==> config.mk <==
export PLATFORM = sky130hd
export DESIGN_NAME = early_set_wake
export DESIGN_NICKNAME = d
export VERILOG_FILES = /design/src/rtl/esw_pkg.sv /design/src/rtl/esw_disp_classify.sv /design/src/rtl/esw_carry_free.sv /design/src/rtl/early_set_wake.sv
export SDC_FILE = /design/constraint.sdc
export NUM_CORES = 1
export LEC_CHECK = 0
export CAP_MARGIN = 20
export CORE_MARGIN = 5
export CORE_UTILIZATION = 32
export DETAILED_ROUTE_END_ITERATION = 16
export DONT_BUFFER_PORTS = 1
export GPL_TIMING_DRIVEN = 0
export PLACE_DENSITY = 0.46
export SYNTH_ARGS = -nofsm -noshare
export SYNTH_HDL_FRONTEND = slang
export SYNTH_SLANG_ARGS = --single-unit
export TNS_END_PERCENT = 100
==> constraint.sdc <==
create_clock -name clk_i -period 3.35 [get_ports clk_i]
set_input_delay 0.67 -clock clk_i [delete_from_list [all_inputs] [get_ports clk_i]]
set_output_delay 0.67 -clock clk_i [all_outputs]
set_load 0.05 [all_outputs]
==> src/rtl/esw_pkg.sv <==
package esw_pkg;
  typedef enum logic [1:0] {
    DISP_ZERO = 2'd0,
    DISP_NEAR = 2'd1,
    DISP_FAR  = 2'd2
  } disp_class_e;
endpackage

==> src/rtl/esw_disp_classify.sv <==
module esw_disp_classify
  import esw_pkg::*;
#(
  parameter int DISP_W = 16,
  parameter int OFF_W  = 5
) (
  input  logic [DISP_W-1:0] disp_i,
  output disp_class_e       class_o,
  output logic [OFF_W-1:0]  off_o
);
  logic far, zero;

  assign far   = |disp_i[DISP_W-1:OFF_W];
  assign zero  = ~far & ~(|disp_i[OFF_W-1:0]);
  assign off_o = disp_i[OFF_W-1:0];

  always_comb begin
    if (far)       class_o = DISP_FAR;
    else if (zero) class_o = DISP_ZERO;
    else           class_o = DISP_NEAR;
  end
endmodule

==> src/rtl/esw_carry_free.sv <==
module esw_carry_free #(
  parameter int         OFF_W    = 5,
  parameter logic [2:0] PAT_MASK = 3'b111
) (
  input  logic [OFF_W-1:0] base_off_i,
  input  logic [OFF_W-1:0] disp_off_i,
  output logic             safe_o
);
  localparam int NPAT = 3;
  localparam int TOP  = OFF_W - 1;

  logic [NPAT-1:0] hit;
  logic            unused_base_lo;

  assign unused_base_lo = ^base_off_i[OFF_W-3:0];

  for (genvar p = 0; p < NPAT; p++) begin : g_pat
    if (!PAT_MASK[p]) begin : g_off
      assign hit[p] = 1'b0;
    end else if (p == 0) begin : g_half
      // both below half a line
      assign hit[p] = ~base_off_i[TOP] & ~disp_off_i[TOP];
    end else if (p == 1) begin : g_align
      // displacement is exactly half a line, base in lower half
      assign hit[p] = (disp_off_i[TOP-1:0] == '0) & ~base_off_i[TOP];
    end else begin : g_quarter
      // base below three quarters, displacement below one quarter
      assign hit[p] = (base_off_i[TOP:TOP-1] != 2'b11) &
                      (disp_off_i[TOP:TOP-1] == 2'b00);
    end
  end

  assign safe_o = |hit;
endmodule

==> src/rtl/early_set_wake.sv <==
module early_set_wake
  import esw_pkg::*;
#(
  parameter int         DISP_W   = 16,
  parameter int         ADDR_W   = 32,
  parameter int         OFF_W    = 5,
  parameter int         IDX_W    = 9,
  parameter logic [2:0] PAT_MASK = 3'b111
) (
  input  logic              clk_i,
  input  logic              rst_ni,
  input  logic              dec_valid_i,
  input  logic [DISP_W-1:0] dec_disp_i,
  input  logic [ADDR_W-1:0] rr_base_i,
  output logic              ag_valid_o,
  output logic              agu_en_o,
  output logic              wake_o,
  output logic [IDX_W-1:0]  wake_set_o,
  output logic              cov_inc_o,
  output logic [1:0]        disp_class_o
);
  localparam int SET_LO = OFF_W;
  localparam int SET_HI = OFF_W + IDX_W;

  disp_class_e      dec_class;
  logic [OFF_W-1:0] dec_off;

  logic             rr_valid_q;
  disp_class_e      rr_class_q;
  logic [OFF_W-1:0] rr_off_q;

  logic             carry_free;
  logic             early;
  logic             unused_base_hi;

  logic             ag_valid_q, ag_agu_q, ag_wake_q, ag_cov_q;
  logic [IDX_W-1:0] ag_set_q;
  disp_class_e      ag_class_q;

  assign unused_base_hi = ^rr_base_i[ADDR_W-1:SET_HI];

  esw_disp_classify #(.DISP_W(DISP_W), .OFF_W(OFF_W)) u_cls (
    .disp_i (dec_disp_i),
    .class_o(dec_class),
    .off_o  (dec_off)
  );

  // decode -> register read
  always_ff @(posedge clk_i or negedge rst_ni) begin
    if (!rst_ni) begin
      rr_valid_q <= 1'b0;
      rr_class_q <= DISP_ZERO;
      rr_off_q   <= '0;
    end else begin
      rr_valid_q <= dec_valid_i;
      rr_class_q <= dec_class;
      rr_off_q   <= dec_off;
    end
  end

  esw_carry_free #(.OFF_W(OFF_W), .PAT_MASK(PAT_MASK)) u_cf (
    .base_off_i(rr_base_i[OFF_W-1:0]),
    .disp_off_i(rr_off_q),
    .safe_o    (carry_free)
  );

  always_comb begin
    early = 1'b0;
    if (rr_valid_q) begin
      unique case (rr_class_q)
        DISP_ZERO: early = 1'b1;
        DISP_NEAR: early = carry_free;
        default:   early = 1'b0;
      endcase
    end
  end

  // register read -> address generation
  always_ff @(posedge clk_i or negedge rst_ni) begin
    if (!rst_ni) begin
      ag_valid_q <= 1'b0;
      ag_agu_q   <= 1'b0;
      ag_wake_q  <= 1'b0;
      ag_cov_q   <= 1'b0;
      ag_set_q   <= '0;
      ag_class_q <= DISP_ZERO;
    end else begin
      ag_valid_q <= rr_valid_q;
      ag_agu_q   <= rr_valid_q && (rr_class_q != DISP_ZERO);
      ag_wake_q  <= early;
      ag_cov_q   <= early;
      ag_set_q   <= early ? rr_base_i[SET_HI-1:SET_LO] : '0;
      ag_class_q <= rr_valid_q ? rr_class_q : DISP_ZERO;
    end
  end

  assign ag_valid_o   = ag_valid_q;
  assign agu_en_o     = ag_agu_q;
  assign wake_o       = ag_wake_q;
  assign cov_inc_o    = ag_cov_q;
  assign wake_set_o   = ag_set_q;
  assign disp_class_o = ag_class_q;
endmodule

==> results by group <==
Power
  – Leakage power of the design: 0.3705 nW
  – Worst voltage drop across the vdd grid: 0.2637 mV
  – Pwr/cell area: 475.1 nW/um^2

Yosys
  – Post-synthesis register bit count: 22
  – Biggest area consumer among synthesized cells: sky130_fd_sc_hd__dfrtp_1
  – Top cell type's share of synthesized area: 71.54%
  – Top post-synthesis cells by area: sky130_fd_sc_hd__dfrtp_1 72%, sky130_fd_sc_hd__nor2_2 6.5%, sky130_fd_sc_hd__nand2_1 4.4%
  – Number of instances in the synthesized netlist: 58
  – Mux contribution to synthesized area: 0%
  – Share of synthesized cell area in and, or, nand and nor gates: 22.44%
  – Most used flip-flop cell after synthesis: sky130_fd_sc_hd__dfrtp_1
  – Main combinational cell family by area after synthesis: simple AND/OR/NAND/NOR gates
  – Post-synth EDFFs: 0
  – Post-synthesis average cell area: 13.27 sq um
  – Synth cell types: 19
  – Post-Synthesis Cell Area: 769.5 sq um
  – List of most frequent post-synthesis cells: 22 x sky130_fd_sc_hd__dfrtp_1, 9 x sky130_fd_sc_hd__nand2_1, 8 x sky130_fd_sc_hd__nor2_2
  – Fraction of the mapped netlist area in compound gates: 3.089%
  – FFs w/ async S/R, synth: 100.0%
  – Number of warnings reported in the yosys synthesis log: 0
  – Dominant cell by count in the synthesized netlist: sky130_fd_sc_hd__dfrtp_1
  – Sequential cell area fraction in the yosys report: 71.54%
  – Synth Area in Adders: 0%
  – Post-synthesis share of cell area spent on xor and xnor gates: 0%
  – Synthesized netlist net count: 109

Global routing
  – Via count of the first global-routing pass: 478
  – Global route total overflow: 0
  – Initial antenna violation count: 0
  – Pin count of the biggest net entering global routing: 23
  – Global routing usage summed across all routing layers: 8.678%
  – First-pass GRT wire length: 2.166 mm

STA
  – Final period demand of the worst path: 1.894 ns
  – Max transition margin: 68.40%
  – Crit share post-route: 56.53%
  – Actual slew at the worst max-slew pin: 0.4739 ns
  – Count of final max-slew check failures: 0
  – FMAX: 528.1 MHz
  – Number of hold violations in the final report: 0
  – Setup violation total in the final timing report: 0
  – Largest clock skew in the final design: 0.004913 ns
  – Sum Neg Setup Slack: 0 ns
  – RSZ-0062 raised after global routing: false

Setup path
  – Data arrival at the endpoint of the critical path: 1.22 ns
  – CP cell instances: buf_4
  – Critical-path top delay cell: sky130_fd_sc_hd__dfrtp_1
  – Crit-path max cell delay: 0.65 ns
  – Data required time at the worst endpoint: 2.68 ns
  – Element type at the critical path end: output pin
  – CP Buf/Inv Count: 1
  – Critical path startpoint category: register
  – Top Family by Delay on Critical Path: flip-flops
  – Crit-path max FO: 2
  – Category of the most critical setup path: register to output pin

Route
  – Vias post-DR: 439
  – Total Routed Length: 1.428 mm
  – WL per Instance: 16.04 um
  – Post-route ant nets: 0
  – DRC violations left: 0
  – Via/cell ratio: 4.933
  – DR iter-0 viols: 1
  – Detailed Routing Iterations Pass 1: 2

Floorplan
  – Starting density of the core: 34.13%
  – Die X-Extent: 59.04 um
  – Overall die area: 3485 sq um
  – Vertical die dimension: 59.04 um
  – Number of placement rows: 17
  – I/O Pins: 66
  – Core outline area: 2255 sq um

Layout
  – Fraction of final layout cells sized beyond drive strength 1: 26.23%
  – Area used by multi-input combinational logic: 196.4 sq um
  – Total of fill cells in the finished design: 242
  – Final core utilization: 36.68%
  – Area growth from synthesis to layout: 7.480%
  – Sequential cell area: 550.5 sq um
  – Final Net Count: 114
  – Number of diodes: 0
  – Post-route non-filler standard cell count: 89

Outcome
  – Run status: finished clean

Placement
  – Cell count after placement: 86
  – Routability-driven placement congestion ratio: 0.6929
  – Final HPWL DP: 1.108 mm
  – PortBufs: 0

Clocking
  – Cell at the root of the clock tree: sky130_fd_sc_hd__clkbuf_4
  – Maximum clock path buffer count: 2
  – Cts bufs inserted: 3
  – Clock network latency to the later pin of the worst-skew pair: 0.29 ns
  – CTS H-Tree Depth: 1
  – Hold buffer count at CTS: 0
  – Post-CTS setup buffers: 0
  – Number of clock sinks: 22
  – Number of cells upsized or downsized after cts: 0
  – Clock-pin slew of the registers on the worst-case setup and hold paths: 0.11 ns
  – Clock tree from TritonCTS: done

Job
  – Number of maximum-capacitance violations: 0

Hold path
  – Hold Path Class: input port to async pin
==> routing by layer <==
metal | part of all wire, % | vias up | wire length [um] | GRT usage (%)
met2 | 51 | 29 | 728 | 13.09
li1 | - | 195 | - | -
met5 | 0 | - | 0 | 0
met1 | 36 | 213 | 512 | 9.239
met3 | 11 | 2 | 158 | 6.100
met4 | 1.9 | 0 | 27 | 3.883
==> power by group <==
part           switching (mW)  internal (mW)  leakage, nW
logic                 0.00118        0.00248       0.0754
clock network          0.0676         0.0417       0.0138
registers             0.00899          0.271        0.281
==> final timing paths <==
| path | slack, ns | to | cells after the start | start |
|---|---|---|---|---|
| min in group clk_i | 0.40 | rr_off_q[2] | 0 | dec_disp_i[2] |
| hold reg to reg | 0.43 | ag_valid_o | 0 | rr_valid_q |
| setup reg to reg | 1.88 | wake_set_o[6] | 4 | rr_off_q[1] |
| hold / removal | 0.06 | wake_set_o[3] | 0 | rst_ni |
| max in group asynchronous | 3.21 | agu_en_o | 0 | rst_ni |
| setup / recovery | 1.46 | wake_o | 1 | cov_inc_o |
==> state kept, by name (all words and copies together), names as in the netlist <==
name and flops:
agu_en_o 1, cov_inc_o 1, rr_off_q 5, rr_valid_q 1, ag_valid_o 1, wake_set_o 9
rr_class_q 2, disp_class_o 2
==> metrics by stage <==
stage	hold slack, ns	total power, mW	setup WS [ns]	cell area (sq um)
after floorplan	0.3717	0.2878	1.794	769.5
after global placement	0.3750	0.2889	1.776	804.5
after detailed placement	0.3752	0.2891	1.771	804.5
after CTS	0.03856	0.4028	1.430	827.0
after global routing	0.02916	0.4079	1.408	827.0
final	0.05952	0.3929	1.456	827.0
==> layout by cell type (no fill, tap or decap), types with 2 or more instances in the layout <==
master	Yosys	routed
sky130_fd_sc_hd__dfrtp_1	22	22
sky130_fd_sc_hd__nand2_1	9	9
sky130_fd_sc_hd__nor2_2	8	8
sky130_fd_sc_hd__clkbuf_4	0	3
sky130_fd_sc_hd__nor4_1	2	2
sky130_fd_sc_hd__nor3_1	2	2
sky130_fd_sc_hd__and2_1	2	2
==> cell families after synthesis <==
logic type      count (synthesis)
simple gates                   30
compound gates                  3
buf+inv                         3
flops                          22
==> layout make-up <==
type                    instances  share of cell area, %
plain buffers                   3                  2.723
clock buffers                   3                  2.723
multi-input cells              33                  23.75
flip-flops and latches         22                  66.57
well taps                      28                  4.236
Power figures use the tool's default switching activity.
